$ cat config.mk
export PLATFORM = sky130hd
export DESIGN_NAME = spi_cmd_engine
export DESIGN_NICKNAME = d
export VERILOG_FILES = /design/src/rtl/spi_cmd_pkg.sv /design/src/rtl/spi_cmd_ring.sv /design/src/rtl/spi_cmd_clkdiv.sv /design/src/rtl/spi_cmd_shifter.sv /design/src/rtl/spi_cmd_regs.sv /design/src/rtl/spi_cmd_engine.sv
export SDC_FILE = /design/constraint.sdc
export NUM_CORES = 1
export LEC_CHECK = 0
export BUFFER_PORTS_ARGS = -buffer_cell sky130_fd_sc_hd__buf_2
export CAP_MARGIN = 20
export CORE_MARGIN = 3
export CORE_UTILIZATION = 48
export CTS_CLUSTER_SIZE = 14
export DETAILED_ROUTE_END_ITERATION = 12
export PLACE_DENSITY = 0.71
export SETUP_SLACK_MARGIN = 0.1
export SYNTH_ARGS = -nofsm -noshare
export SYNTH_HDL_FRONTEND = slang
export SYNTH_SLANG_ARGS = --single-unit
$ cat constraint.sdc
create_clock -name clk -period 6.34 [get_ports clk]
set_input_delay 1.268 -clock clk [delete_from_list [all_inputs] [get_ports clk]]
set_output_delay 1.268 -clock clk [all_outputs]
set_load 0.005 [all_outputs]
$ cat src/rtl/spi_cmd_pkg.sv
package spi_cmd_pkg;

  localparam int unsigned BYTE_W   = 8;
  localparam int unsigned NIB_W    = 4;

  localparam logic [3:0] OFS_CMD   = 4'h0;
  localparam logic [3:0] OFS_CNT   = 4'h1;
  localparam logic [3:0] OFS_CTL   = 4'h2;
  localparam logic [3:0] OFS_DATA  = 4'hC;
  localparam logic [3:0] OFS_STAT  = 4'hD;

  localparam int unsigned CTL_GO_BIT  = 0;
  localparam int unsigned CTL_RWD_BIT = 4;

  typedef enum logic [1:0] {
    SH_IDLE,
    SH_LOW,
    SH_HIGH,
    SH_TAIL
  } shift_state_e;

  function automatic logic [NIB_W-1:0] clamp_count(input logic [NIB_W-1:0] v,
                                                   input logic [NIB_W-1:0] lim);
    return (v > lim) ? lim : v;
  endfunction

endpackage

$ cat src/rtl/spi_cmd_ring.sv
module spi_cmd_ring #(
  parameter int unsigned DEPTH = 8,
  parameter int unsigned WIDTH = 8
) (
  input  logic                     clk,
  input  logic                     rst_n,
  input  logic                     host_we,
  input  logic                     host_adv,
  input  logic [WIDTH-1:0]         host_wdata,
  input  logic                     ptr_clr,
  input  logic                     eng_we,
  input  logic [$clog2(DEPTH)-1:0] eng_widx,
  input  logic [WIDTH-1:0]         eng_wdata,
  input  logic [$clog2(DEPTH)-1:0] eng_ridx,
  output logic [WIDTH-1:0]         eng_rdata,
  input  logic                     ptr_load,
  input  logic [$clog2(DEPTH)-1:0] ptr_load_val,
  output logic [$clog2(DEPTH)-1:0] ptr,
  output logic [WIDTH-1:0]         ptr_data
);

  localparam int unsigned PTR_W = $clog2(DEPTH);

  logic [PTR_W-1:0] ptr_q, ptr_d;
  logic [WIDTH-1:0] slot [DEPTH];

  // entries carry no reset: contents survive across commands
  for (genvar g = 0; g < DEPTH; g++) begin : g_slot
    logic             hit_host;
    logic             hit_eng;
    logic [WIDTH-1:0] ent_q;
    assign hit_host = host_we && (ptr_q == PTR_W'(g));
    assign hit_eng  = eng_we && (eng_widx == PTR_W'(g));
    always_ff @(posedge clk) begin
      if (hit_host) begin
        ent_q <= host_wdata;
      end else if (hit_eng) begin
        ent_q <= eng_wdata;
      end
    end
    assign slot[g] = ent_q;
  end

  always_comb begin
    ptr_d = ptr_q;
    if (ptr_load) begin
      ptr_d = ptr_load_val;
    end else if (ptr_clr) begin
      ptr_d = '0;
    end else if (host_adv) begin
      ptr_d = ptr_q + 1'b1;
    end
  end

  always_ff @(posedge clk or negedge rst_n) begin
    if (!rst_n) begin
      ptr_q <= '0;
    end else begin
      ptr_q <= ptr_d;
    end
  end

  assign ptr       = ptr_q;
  assign ptr_data  = slot[ptr_q];
  assign eng_rdata = slot[eng_ridx];

  // the pointer only steps by one, returns to zero, or takes the end value
  p_ptr_step_r3: assert property (@(posedge clk) disable iff (!rst_n)
    (ptr_q != $past(ptr_q)) |->
      ((ptr_q == $past(ptr_q) + 1'b1) || (ptr_q == '0) || $past(ptr_load)));

endmodule

$ cat src/rtl/spi_cmd_clkdiv.sv
module spi_cmd_clkdiv #(
  parameter int unsigned DIV_UNIT = 1
) (
  input  logic       clk,
  input  logic       rst_n,
  input  logic       run,
  input  logic [1:0] sel,
  output logic       tick
);

  localparam int unsigned HALF_MAX = 4 * DIV_UNIT;
  localparam int unsigned CW       = $clog2(HALF_MAX + 1);

  logic [CW-1:0] cnt_q, cnt_d;
  logic [CW-1:0] half;

  always_comb begin
    unique case (sel)
      2'd1:    half = CW'(2 * DIV_UNIT);
      2'd2:    half = CW'(3 * DIV_UNIT);
      default: half = CW'(4 * DIV_UNIT);
    endcase
  end

  assign tick = run && (cnt_q == half - 1'b1);

  always_comb begin
    if (!run || tick) begin
      cnt_d = '0;
    end else begin
      cnt_d = cnt_q + 1'b1;
    end
  end

  always_ff @(posedge clk or negedge rst_n) begin
    if (!rst_n) begin
      cnt_q <= '0;
    end else begin
      cnt_q <= cnt_d;
    end
  end

  // the divider stays parked while no transaction runs
  p_div_parked_r8: assert property (@(posedge clk) disable iff (!rst_n)
    !$past(run) |-> (cnt_q == '0));

endmodule

$ cat src/rtl/spi_cmd_shifter.sv
module spi_cmd_shifter
  import spi_cmd_pkg::*;
#(
  parameter int unsigned DEPTH = 8
) (
  input  logic                     clk,
  input  logic                     rst_n,
  input  logic                     start,
  input  logic [BYTE_W-1:0]        opcode,
  input  logic [NIB_W-1:0]         wr_cnt,
  input  logic [NIB_W-1:0]         rd_cnt,
  input  logic                     tick,
  output logic                     busy,
  output logic                     sck,
  output logic                     cs_n,
  output logic                     mosi,
  input  logic                     miso,
  output logic [$clog2(DEPTH)-1:0] buf_ridx,
  input  logic [BYTE_W-1:0]        buf_rdata,
  output logic                     buf_we,
  output logic [$clog2(DEPTH)-1:0] buf_widx,
  output logic [BYTE_W-1:0]        buf_wdata,
  output logic                     ptr_load,
  output logic [$clog2(DEPTH)-1:0] ptr_load_val
);

  localparam int unsigned PTR_W = $clog2(DEPTH);
  localparam int unsigned IDX_W = $clog2(2 * DEPTH + 2);

  shift_state_e       st_q, st_d;
  logic [2:0]         bit_q, bit_d;
  logic [IDX_W-1:0]   idx_q, idx_d;
  logic [BYTE_W-1:0]  tx_q, tx_d;
  logic [BYTE_W-1:0]  rx_q, rx_d;
  logic               sck_q, sck_d;
  logic               csn_q, csn_d;
  logic [IDX_W-1:0]   last_idx;
  logic [BYTE_W-1:0]  next_tx;

  assign last_idx = IDX_W'(wr_cnt) + IDX_W'(rd_cnt);
  assign buf_ridx = idx_q[PTR_W-1:0];
  assign next_tx  = (idx_q < IDX_W'(wr_cnt)) ? buf_rdata : 8'hFF;

  assign buf_widx     = PTR_W'(idx_q - 1'b1);
  assign buf_wdata    = rx_q;
  assign ptr_load_val = last_idx[PTR_W-1:0];

  always_comb begin
    st_d     = st_q;
    bit_d    = bit_q;
    idx_d    = idx_q;
    tx_d     = tx_q;
    rx_d     = rx_q;
    sck_d    = sck_q;
    csn_d    = csn_q;
    buf_we   = 1'b0;
    ptr_load = 1'b0;
    unique case (st_q)
      SH_IDLE: begin
        if (start) begin
          st_d  = SH_LOW;
          csn_d = 1'b0;
          tx_d  = opcode;
          bit_d = 3'd7;
          idx_d = '0;
        end
      end
      SH_LOW: begin
        if (tick) begin
          sck_d = 1'b1;
          rx_d  = {rx_q[BYTE_W-2:0], miso};
          st_d  = SH_HIGH;
        end
      end
      SH_HIGH: begin
        if (tick) begin
          sck_d = 1'b0;
          if (bit_q == 3'd0) begin
            buf_we = (idx_q != '0);
            if (idx_q == last_idx) begin
              st_d = SH_TAIL;
            end else begin
              idx_d = idx_q + 1'b1;
              bit_d = 3'd7;
              tx_d  = next_tx;
              st_d  = SH_LOW;
            end
          end else begin
            bit_d = bit_q - 1'b1;
            tx_d  = {tx_q[BYTE_W-2:0], 1'b1};
            st_d  = SH_LOW;
          end
        end
      end
      SH_TAIL: begin
        if (tick) begin
          csn_d    = 1'b1;
          ptr_load = 1'b1;
          tx_d     = 8'hFF;
          st_d     = SH_IDLE;
        end
      end
      default: st_d = SH_IDLE;
    endcase
  end

  always_ff @(posedge clk or negedge rst_n) begin
    if (!rst_n) begin
      st_q  <= SH_IDLE;
      bit_q <= 3'd7;
      idx_q <= '0;
      tx_q  <= 8'hFF;
      rx_q  <= '0;
      sck_q <= 1'b0;
      csn_q <= 1'b1;
    end else begin
      st_q  <= st_d;
      bit_q <= bit_d;
      idx_q <= idx_d;
      tx_q  <= tx_d;
      rx_q  <= rx_d;
      sck_q <= sck_d;
      csn_q <= csn_d;
    end
  end

  assign busy = (st_q != SH_IDLE);
  assign sck  = sck_q;
  assign cs_n = csn_q;
  assign mosi = tx_q[BYTE_W-1];

  // the serial clock only pulses inside an asserted chip select
  p_sck_in_frame_r5: assert property (@(posedge clk) disable iff (!rst_n)
    sck_q |-> !csn_q);

  // data out holds still across each high phase of the clock
  p_mosi_hold_r5: assert property (@(posedge clk) disable iff (!rst_n)
    (sck_q && $past(sck_q)) |-> $stable(tx_q[BYTE_W-1]));

  // the pointer end value is loaded exactly as chip select releases
  p_load_at_release_r7: assert property (@(posedge clk) disable iff (!rst_n)
    ptr_load |=> csn_q);

endmodule

$ cat src/rtl/spi_cmd_regs.sv
module spi_cmd_regs
  import spi_cmd_pkg::*;
#(
  parameter int unsigned DEPTH = 8
) (
  input  logic                     clk,
  input  logic                     rst_n,
  input  logic [3:0]               bus_addr,
  input  logic                     bus_wr,
  input  logic                     bus_rd,
  input  logic [BYTE_W-1:0]        bus_wdata,
  output logic [BYTE_W-1:0]        bus_rdata,
  input  logic                     busy,
  input  logic [$clog2(DEPTH)-1:0] ptr,
  input  logic [BYTE_W-1:0]        ptr_data,
  output logic                     host_we,
  output logic                     host_adv,
  output logic                     ptr_clr,
  output logic                     start,
  output logic [BYTE_W-1:0]        opcode,
  output logic [NIB_W-1:0]         wr_cnt,
  output logic [NIB_W-1:0]         rd_cnt,
  output logic [1:0]               clk_sel
);

  localparam logic [NIB_W-1:0] CNT_LIM = NIB_W'(DEPTH);

  logic [BYTE_W-1:0] opc_q, opc_d;
  logic [BYTE_W-1:0] cnt_q, cnt_d;
  logic [1:0]        sel_q, sel_d;
  logic              wr_ok;

  assign wr_ok = bus_wr && !busy;

  assign host_we  = wr_ok && (bus_addr == OFS_DATA);
  assign host_adv = (bus_wr || bus_rd) && !busy && (bus_addr == OFS_DATA);
  assign ptr_clr  = wr_ok && (bus_addr == OFS_CTL) && bus_wdata[CTL_RWD_BIT];
  assign start    = wr_ok && (bus_addr == OFS_CTL) && bus_wdata[CTL_GO_BIT];

  always_comb begin
    opc_d = opc_q;
    cnt_d = cnt_q;
    sel_d = sel_q;
    if (wr_ok) begin
      unique case (bus_addr)
        OFS_CMD:  opc_d = bus_wdata;
        OFS_CNT:  cnt_d = {clamp_count(bus_wdata[7:4], CNT_LIM),
                           clamp_count(bus_wdata[3:0], CNT_LIM)};
        OFS_STAT: sel_d = bus_wdata[5:4];
        default:  ;
      endcase
    end
  end

  always_ff @(posedge clk or negedge rst_n) begin
    if (!rst_n) begin
      opc_q <= '0;
      cnt_q <= '0;
      sel_q <= 2'd1;
    end else begin
      opc_q <= opc_d;
      cnt_q <= cnt_d;
      sel_q <= sel_d;
    end
  end

  always_comb begin
    unique case (bus_addr)
      OFS_CMD:  bus_rdata = opc_q;
      OFS_CNT:  bus_rdata = cnt_q;
      OFS_CTL:  bus_rdata = {7'd0, busy};
      OFS_DATA: bus_rdata = ptr_data;
      OFS_STAT: bus_rdata = {2'b00, sel_q, 4'b0000} | BYTE_W'(ptr);
      default:  bus_rdata = '0;
    endcase
  end

  assign opcode  = opc_q;
  assign wr_cnt  = cnt_q[3:0];
  assign rd_cnt  = cnt_q[7:4];
  assign clk_sel = sel_q;

  // neither stored count ever exceeds the buffer depth
  p_count_limit_r2: assert property (@(posedge clk) disable iff (!rst_n)
    (cnt_q[3:0] <= CNT_LIM) && (cnt_q[7:4] <= CNT_LIM));

  // command, counts and rate are frozen for the whole transaction
  p_frozen_busy_r9: assert property (@(posedge clk) disable iff (!rst_n)
    (busy && $past(busy)) |-> ($stable(opc_q) && $stable(cnt_q) && $stable(sel_q)));

endmodule

$ cat src/rtl/spi_cmd_engine.sv
module spi_cmd_engine
  import spi_cmd_pkg::*;
#(
  parameter int unsigned BUF_DEPTH = 8,
  parameter int unsigned DIV_UNIT  = 1
) (
  input  logic        clk,
  input  logic        rst_n,
  input  logic [3:0]  bus_addr,
  input  logic        bus_wr,
  input  logic        bus_rd,
  input  logic [7:0]  bus_wdata,
  output logic [7:0]  bus_rdata,
  output logic        spi_sck,
  output logic        spi_cs_n,
  output logic        spi_mosi,
  input  logic        spi_miso
);

  localparam int unsigned PTR_W = $clog2(BUF_DEPTH);

  logic              busy, start, tick;
  logic              host_we, host_adv, ptr_clr;
  logic [BYTE_W-1:0] opcode;
  logic [NIB_W-1:0]  wr_cnt, rd_cnt;
  logic [1:0]        clk_sel;
  logic [PTR_W-1:0]  ptr, eng_ridx, eng_widx, ptr_load_val;
  logic [BYTE_W-1:0] ptr_data, eng_rdata, eng_wdata;
  logic              eng_we, ptr_load;

  spi_cmd_regs #(.DEPTH(BUF_DEPTH)) u_regs (
    .clk       (clk),
    .rst_n     (rst_n),
    .bus_addr  (bus_addr),
    .bus_wr    (bus_wr),
    .bus_rd    (bus_rd),
    .bus_wdata (bus_wdata),
    .bus_rdata (bus_rdata),
    .busy      (busy),
    .ptr       (ptr),
    .ptr_data  (ptr_data),
    .host_we   (host_we),
    .host_adv  (host_adv),
    .ptr_clr   (ptr_clr),
    .start     (start),
    .opcode    (opcode),
    .wr_cnt    (wr_cnt),
    .rd_cnt    (rd_cnt),
    .clk_sel   (clk_sel)
  );

  spi_cmd_ring #(.DEPTH(BUF_DEPTH), .WIDTH(BYTE_W)) u_ring (
    .clk          (clk),
    .rst_n        (rst_n),
    .host_we      (host_we),
    .host_adv     (host_adv),
    .host_wdata   (bus_wdata),
    .ptr_clr      (ptr_clr),
    .eng_we       (eng_we),
    .eng_widx     (eng_widx),
    .eng_wdata    (eng_wdata),
    .eng_ridx     (eng_ridx),
    .eng_rdata    (eng_rdata),
    .ptr_load     (ptr_load),
    .ptr_load_val (ptr_load_val),
    .ptr          (ptr),
    .ptr_data     (ptr_data)
  );

  spi_cmd_clkdiv #(.DIV_UNIT(DIV_UNIT)) u_div (
    .clk   (clk),
    .rst_n (rst_n),
    .run   (busy),
    .sel   (clk_sel),
    .tick  (tick)
  );

  spi_cmd_shifter #(.DEPTH(BUF_DEPTH)) u_shift (
    .clk          (clk),
    .rst_n        (rst_n),
    .start        (start),
    .opcode       (opcode),
    .wr_cnt       (wr_cnt),
    .rd_cnt       (rd_cnt),
    .tick         (tick),
    .busy         (busy),
    .sck          (spi_sck),
    .cs_n         (spi_cs_n),
    .mosi         (spi_mosi),
    .miso         (spi_miso),
    .buf_ridx     (eng_ridx),
    .buf_rdata    (eng_rdata),
    .buf_we       (eng_we),
    .buf_widx     (eng_widx),
    .buf_wdata    (eng_wdata),
    .ptr_load     (ptr_load),
    .ptr_load_val (ptr_load_val)
  );

  // a start is only ever accepted with chip select released
  p_start_idle_r4: assert property (@(posedge clk) disable iff (!rst_n)
    start |-> spi_cs_n);

endmodule

==> results of run 1 <==
[sequential cells by signal, summed over array words and instances, names as in the netlist]
| signal | flops |
|---|---|
| u_regs.clk_sel | 2 |
| u_shift.st_q | 2 |
| u_shift.cs_n | 1 |
| u_shift.buf_wdata | 8 |
| u_regs.cnt_q | 8 |
| u_regs.opcode | 8 |
| u_ring.g_slot.ent_q | 64 |
| u_shift.tx_q | 8 |
| u_shift.bit_q | 3 |
| u_div.cnt_q | 3 |
| u_shift.idx_q | 5 |
| u_ring.ptr | 3 |
| u_shift.sck | 1 |
[worst max path at each step]
stage                      startpoint      endpoint  slack [ns]
after floorplan           bus_addr[1]  bus_rdata[0]        2.82
after global routing      bus_addr[1]  bus_rdata[0]        2.17
after detailed placement  bus_addr[1]  bus_rdata[0]        2.28
after global placement    bus_addr[1]  bus_rdata[0]        2.27
final                     bus_addr[1]  bus_rdata[0]        2.17
after CTS                 bus_addr[1]  bus_rdata[0]        2.25
[cells by family after synthesis]
logic type	synth area share, %
AOI/OAI and AO/OA	7.10
xor gates and xnor gates	1.49
adders and majority gates	4.66
buffers and inverters	2.60
DFF	47.1
muxes	28.8
and+or+nand+nor	8.20
[metrics by stage]
| step | utilization, % | area (um^2) |
|---|---|---|
| final | 55.9 | 7790 |
| after global routing | 55.9 | 7790 |
| after CTS | 55.7 | 7770 |
| after detailed placement | 51.2 | 7130 |
| after global placement | 51.2 | 7130 |
| after floorplan | - | 6870 |
[worst max-delay path, delay by kind of cell]
| kind | cells | cell delay [ns] |
|---|---|---|
| simple gates | 2 | 1.06 |
| compound gates | 2 | 0.27 |
| buf+inv | 2 | 0.29 |
[area by class of cell]
type / count / area [um^2] / share of cell area, %
Timing Repair Buffer: 32 / 193 / 2.47
Multi-Input combinational cell: 355 / 3450 / 44.3
Inverter: 14 / 52.6 / 0.674
Clock buffer: 20 / 457 / 5.86
Tap cell: 180 / 225 / 2.89
Sequential cell: 116 / 3240 / 41.6
Clock inverter: 12 / 176 / 2.26
[power groups by stage]
stage / Combinational (uW) / Sequential, uW / Clock [uW]
2_1_floorplan: 843 / 1050 / 0
3_3_place_gp: 979 / 1180 / 0
6_report: 1060 / 1150 / 1030
3_5_place_dp: 1010 / 1180 / 0
5_1_grt: 1160 / 1170 / 1080
4_1_cts: 1020 / 1170 / 1040
[per-layer routing]
metal  vias to the layer above  track usage (%)
met5                         -                0
met4                         0             8.23
met3                        31             5.56
met2                       201             36.8
met1                      2344             31.1
li1                       2024                -
[Yosys cell counts (3+ instances only)]
| master | n | share of area [%] |
|---|---|---|
| mux2_2 | 92 | 15 |
| a222oi_1 | 3 | 0.44 |
| dfrtp_1 | 39 | 14 |
| nand3_1 | 10 | 0.73 |
| dfstp_2 | 13 | 5.0 |
| mux4_2 | 32 | 10 |
| a211oi_1 | 3 | 0.33 |
| buf_2 | 8 | 0.58 |
| a22oi_1 | 5 | 0.55 |
| o31ai_1 | 3 | 0.33 |
| nor2b_1 | 3 | 0.27 |
| clkbuf_1 | 17 | 0.93 |
| xor2_1 | 5 | 0.64 |
| a21oi_1 | 18 | 1.3 |
| nand2_2 | 3 | 0.27 |
| o21ai_0 | 22 | 1.6 |
| and3_1 | 5 | 0.46 |
| nand2b_1 | 11 | 1.0 |
| o22ai_1 | 7 | 0.64 |
| inv_1 | 13 | 0.71 |
| a21o_1 | 4 | 0.44 |
| edfxtp_1 | 64 | 28 |
| mux2i_1 | 21 | 3.1 |
| xnor2_1 | 4 | 0.51 |
| ha_1 | 24 | 4.4 |
| nand2_1 | 38 | 2.1 |
| nor2_1 | 6 | 0.33 |
| buf_1 | 3 | 0.16 |
==> metrics list, run 1 <==
* CP cell instances: buf_2 -> nor4b_2 -> a22oi_1 -> and3_1 -> o21ai_0 -> buf_2
* Global-route usage over all layers: 23.1%
- Summed over all layers, the global routing overflow is 0.
* Fillers: 1146
* Proportion of power drawn by flip-flops and latches: 35.4%
- For this design the total switching power over the nets is 1080 uW.
* FF-to-FF setup slack: 3.29 ns
- First-pass iteration count of the detailed router: 7
* Detailed Route Iter0 Violations: 493
- Number of hold violations in the final report: 0
- Avg Cell Area, Syn: 13.4 um^2
* Initial antenna violation count: 0
* Effective utilization at floorplan: 49.3%
* Final max-slew violation count: 0
* Final weighted congestion of routability-driven global placement: 0.862
* Total CTS buffers: 17
* Non-filler cells in the finished layout: 729
- Combinational share of power: 32.7%
- Global-route wire length before repair: 27400 um
* Metal-1 WL: 7260 um
- The mapped netlist covers 0.00687 mm^2.
- Slew at the pin with the worst max-slew slack: 1.08 ns
* Clock share of power: 31.9%
* Diodes inserted: 0
* CTS tree: yes
- Synthesis produced 514 cells.
- The setup path with the least slack is of type in -> out.
- Metal2 WL: 8580 um
- In this run switching power makes up 33.4% of total power.
- Clock skew on the completed layout was measured at 0.00695 ns.
* Setup TNS: 0 ns
* Worst hold slack: 0.505 ns
- Setup repair after global routing left no endpoint under its margin.
- Post-CTS timing repair inserted 0 buffers for setup.
- The most used flip-flop cell after synthesis is edfxtp_1.
* Total chip power: 3240 uW
* Pleak: 0.00316 uW
- Hold path startpoint: u_div.cnt_q[0]
- VDD sags by at most 0.200 mV.
- Share of flip-flops with an asynchronous set or reset after synthesis: 44.8%
- Worst hold path stage count: 1
- The final layout contains 578 nets.
* Number of hold buffers added after cts: 0
- Max clock buf depth: 2
- Clock net sink count: 116
- Max Fclk: 240 MHz
- Tightest Hold Check Type: reg -> reg
- Detailed placement finished with a half-perimeter wire length of 11700 um.
- Slowest cell delay on critical path: 0.84 ns
* Synth-to-Final Area Change: 13.5%
- Kind of launch point of the worst setup path: primary input
- The via count of the first global-routing pass came to 4700.
- Total DRC errors in the routed layout: 0
* Maximum Capacitance Violations: 0
* Max_slew headroom: 28.0%
- Using the TritonRoute via totals, the vias-per-cell ratio works out to 6.31.
- Critical path data arrival time: 2.90 ns
* Number of I/O pins: 28
* Total wire length: 17500 um
* Worst path slowest cell: nor4b_2
- Number of instances resized during post-cts repair: 0
* Port Buf Inserts: 27
* WL met3: 1250 um
- Cell internal power was estimated by the tool at 2160 uW.
- The Yosys step of the flow raised 0 warnings.
* Cells after DPL: 696
- For this block, the via count after detailed routing is 4600.
- Data required time at the worst endpoint: 5.07 ns
- Number of enable flip-flop cells after synthesis: 64
- In the post-route analysis, the smallest setup slack over all paths is 2.17 ns.
- Floorplan die width: 126 um
- Maximum net fanout on the critical path: 9
- Chip height: 126 um
- Power spread over the standard cell area amounts to 416 mW/mm^2.
* Count of endpoints failing setup in the final report: 0
- The core region is 0.0139 mm^2.
* Number of distinct library cells after synthesis: 59
- For the finished layout, the period the worst path requires is 4.17 ns.
- After clock tree synthesis, the clock-pin slew on the worst setup and hold paths is 0.05 ns.
* Result of the run: complete, no violations
- Core Rows: 43
* Die Outline Area: 0.0158 mm^2
- Among the stages of the critical path, the cell type that occurs most often is buf_2.
- Antenna viol nets, final: 0
- Part of the Yosys area used for sequential elements: 47.1%
* Critical path capture point type: output port
- Commonest non-fill, non-tap cell in the layout: mux2_2
* Top Metal Used: met4
- The worst register-to-register path has a depth of 7.
* Reg2reg end: u_ring.g_slot[4].ent_q[2]
- Prior to clock tree synthesis, the placed netlist has a worst setup slack of 2.28 ns.
* Final period utilization: 65.7%
* Hold-critical path endpoint: u_div.cnt_q[0]
* Share of final-layout standard cells stronger than drive strength 1: 39.5%
- After detailed routing, the average wire length per cell comes to 24.1 um.
* Clock latency of the later-clocked register in the worst-skew pair: 0.42 ns
* R2r startpoint: u_regs.clk_sel[0]
- Total number of H-tree levels: 4
- Pin count of the biggest net entering global routing: 53
* Syn Nets: 556
- Counting flops and latches in the post-synthesis netlist gives 116.
* Most used cells in the layout excluding fill and tap cells: 92 x mux2_2, 64 x edfxtp_1, 39 x dfrtp_1
- Clock root buffer master: clkbuf_16
Note: power is estimated with default switching activity, not from simulation.
==> run 2, diff against run 1 <==
PLACE_DENSITY = 0.73   (was 0.71)
clock period = 3.7 ns   (was 6.34 ns; I/O delays follow)
==> run 2 against run 1 <==
Effect of this change:
- cell count increased by 0.69%
- sequential power increased by 69%
- clock-buffer cell count increased by 3
- largest power group unchanged
- worst setup slack got worse by 1.6 ns
- die area unchanged
- via count increased by 1.1%
- hold slack got worse by 0.11 ns
- sequential share of layout area increased by 0.36 points
==> metrics list, run 2 (synthesis gave the netlist of run 1 again) <==
- Reg2reg end: u_ring.g_slot[5].ent_q[6]
- Core occupancy in the finished layout: 55.5%
- Input and output buffers added on the ports amount to 27.
* FF-to-FF setup slack: 0.91 ns
- Chip height: 126 um
- Dividing the final minimum period by the clock period gives 85.5%.
- Adding up every negative setup slack in the final design gives 0 ns.
* Non-filler cells in the finished layout: 734
* Cells after DPL: 702
* Combinational share of power: 34.6%
* Data required time at the worst endpoint: 2.96 ns
* Core Rows: 43
* Proportion of power drawn by flip-flops and latches: 36.7%
- Tightest Hold Check Type: in -> async
* Slew at the pin with the worst max-slew slack: 0.927 ns
- The worst setup path is captured at an output port.
- R2r startpoint: u_shift.st_q[1]
- The number of endpoints with negative hold slack in the final report is 0.
* Number of I/O pins: 28
* Via/cell ratio: 6.34
- Placement-stage cell area: 0.00718 mm^2
* Global-route wire length before repair: 28300 um
- The die covers 0.0158 mm^2.
- Top reg by flops: u_ring.g_slot.ent_q
- Setup Skew: 0.0119 ns
- Total number of vias: 4650
* Fillers: 1142
- At the worst endpoint, the arrival time is 2.42 ns.
- Number of global-route vias before repair: 4807
* Grt total ovfl: 0
* Detailed Route Iter0 Violations: 617
- In this run, CTS created clock tree buffers numbering 17.
- Total number of H-tree levels: 4
* Final cell area excluding filler cells: 0.00773 mm^2
* Unrepaired setup endpoints after global routing: false
- Max clock buf depth: 2
* Internal power: 3480 uW
- Number of instances resized during post-cts repair: 0
* Power density over the cells: 685 mW/mm^2
- First element of the critical path: u_ring.ptr[1]
- Based on the critical path, the design can be clocked at up to 316 MHz.
- Counting I/O delays and the setup requirement, the final critical path takes 3.16 ns.
- The tree is rooted in a clkbuf_16.
- Max_slew headroom: 38.2%
* CTS tree: yes
* Final weighted congestion of routability-driven global placement: 0.992
- Walking the worst path, the cells encountered are mux4_2 -> mux2i_1 -> o21ai_0 -> buf_2.
- Switching power: 1810 uW
- Core Box Area: 0.0139 mm^2
* Slowest cell delay on critical path: 0.95 ns
- Number of nets in the layout: 583
* Final max-slew violation count: 0
* Maximum net fanout on the critical path: 21
* Cell depth of the worst flop-to-flop path: 5
- The initial antenna violation count came to 0.
- Entering global routing, the biggest net connects 32 pins.
- Floorplan die width: 126 um
- Mean routed wirelength per cell: 24.3 um
- The top cell types in the final layout, fill and taps aside, are 92 x mux2_2, 64 x edfxtp_1, 39 x dfrtp_1.
- Pleak: 0.00313 uW
- Global-route usage over all layers: 23.7%
* HPWL after detailed placement: 12700 um
* Clock-pin transition on the worst setup and hold timing paths: 0.05 ns
* Antenna viol nets, final: 0
- Clock latency of the later-clocked register in the worst-skew pair: 0.42 ns
- The clock network accounts for 28.8% of the total power.
- The final layout contains routed wiring with a total length of 17900 um.
* Count of endpoints failing setup in the final report: 0
- The register with the most flip-flops in the layout has 64 of them.
- In the final layout, the share of cells above drive strength 1 is 39.5%.
* Total DRC errors in the routed layout: 0
* Maximum ir drop on the vdd rail: 0.386 mV
* Worst hold slack: 0.398 ns
- Clock net sink count: 116
- In the final layout, the multi-input gates occupy 0.00345 mm^2.
- 0 antenna diodes ended up in the layout.
* Synth-to-Final Area Change: 12.5%
* Kind of launch point of the worst setup path: flop
* Sw Ratio: 34.2%
* Worst path slowest cell: dfrtp_1
* First-pass iteration count of the detailed router: 5
- Register Area: 0.00324 mm^2
- Commonest non-fill, non-tap cell in the layout: mux2_2
* Result of the run: complete, no violations
* Maximum Capacitance Violations: 0
- Once the clock tree was built, the setup fixing pass inserted 0 buffers.
- Worst setup path class: reg -> out
- Effective utilization at floorplan: 49.3%
- Number of hold buffers added after cts: 0
-- run 2: power groups by stage --
| stage | combinational, uW | clock [uW] | sequential [uW] |
|---|---|---|---|
| final | 1830 | 1520 | 1940 |
| after global routing | 1990 | 1600 | 1970 |
| after CTS | 1820 | 1550 | 1930 |
| after detailed placement | 1800 | 0 | 1950 |
| after global placement | 1770 | 0 | 1940 |
| after floorplan | 1440 | 0 | 1800 |
-- run 2: worst max path at each step --
stage	to	slack (ns)	cells after the start
2_1_floorplan	u_ring.g_slot[5].ent_q[0]	1.14	8
3_3_place_gp	u_ring.g_slot[5].ent_q[7]	0.79	6
3_5_place_dp	u_ring.g_slot[5].ent_q[7]	0.73	5
4_1_cts	bus_rdata[2]	0.52	5
5_1_grt	bus_rdata[2]	0.47	5
6_report	bus_rdata[7]	0.54	4
-- run 2: critical path: cells and delay by family (launching register included) --
family,cells,cell delay (ns)
flip-flops,1,0.95
buffers and inverters,1,0.16
multiplexers,2,0.71
AO/OA/AOI/OAI,1,0.18
-- run 2: through the flow --
stage                     total power, uW  worst slack (ns)
after floorplan                      3240              1.14
final                                5290             0.536
after detailed placement             3750             0.734
after global routing                 5560             0.467
after global placement               3710             0.791
after CTS                            5300             0.525
-- run 2: layout make-up --
class	instances	share of cell area, %
sequential	116	41.9
clock inverter	9	1.05
timing repair buffer	37	2.72
multi-input combinational	355	44.7
inverter	14	0.680
clock buffer	23	6.05
tap	180	2.91
-- run 2: metal layers --
metal / share of wire [%] / track usage (%)
met2: 48 / 38.1
met3: 6.9 / 5.43
met5: 0 / 0
met4: 3.9 / 10.9
met1: 41 / 30.6
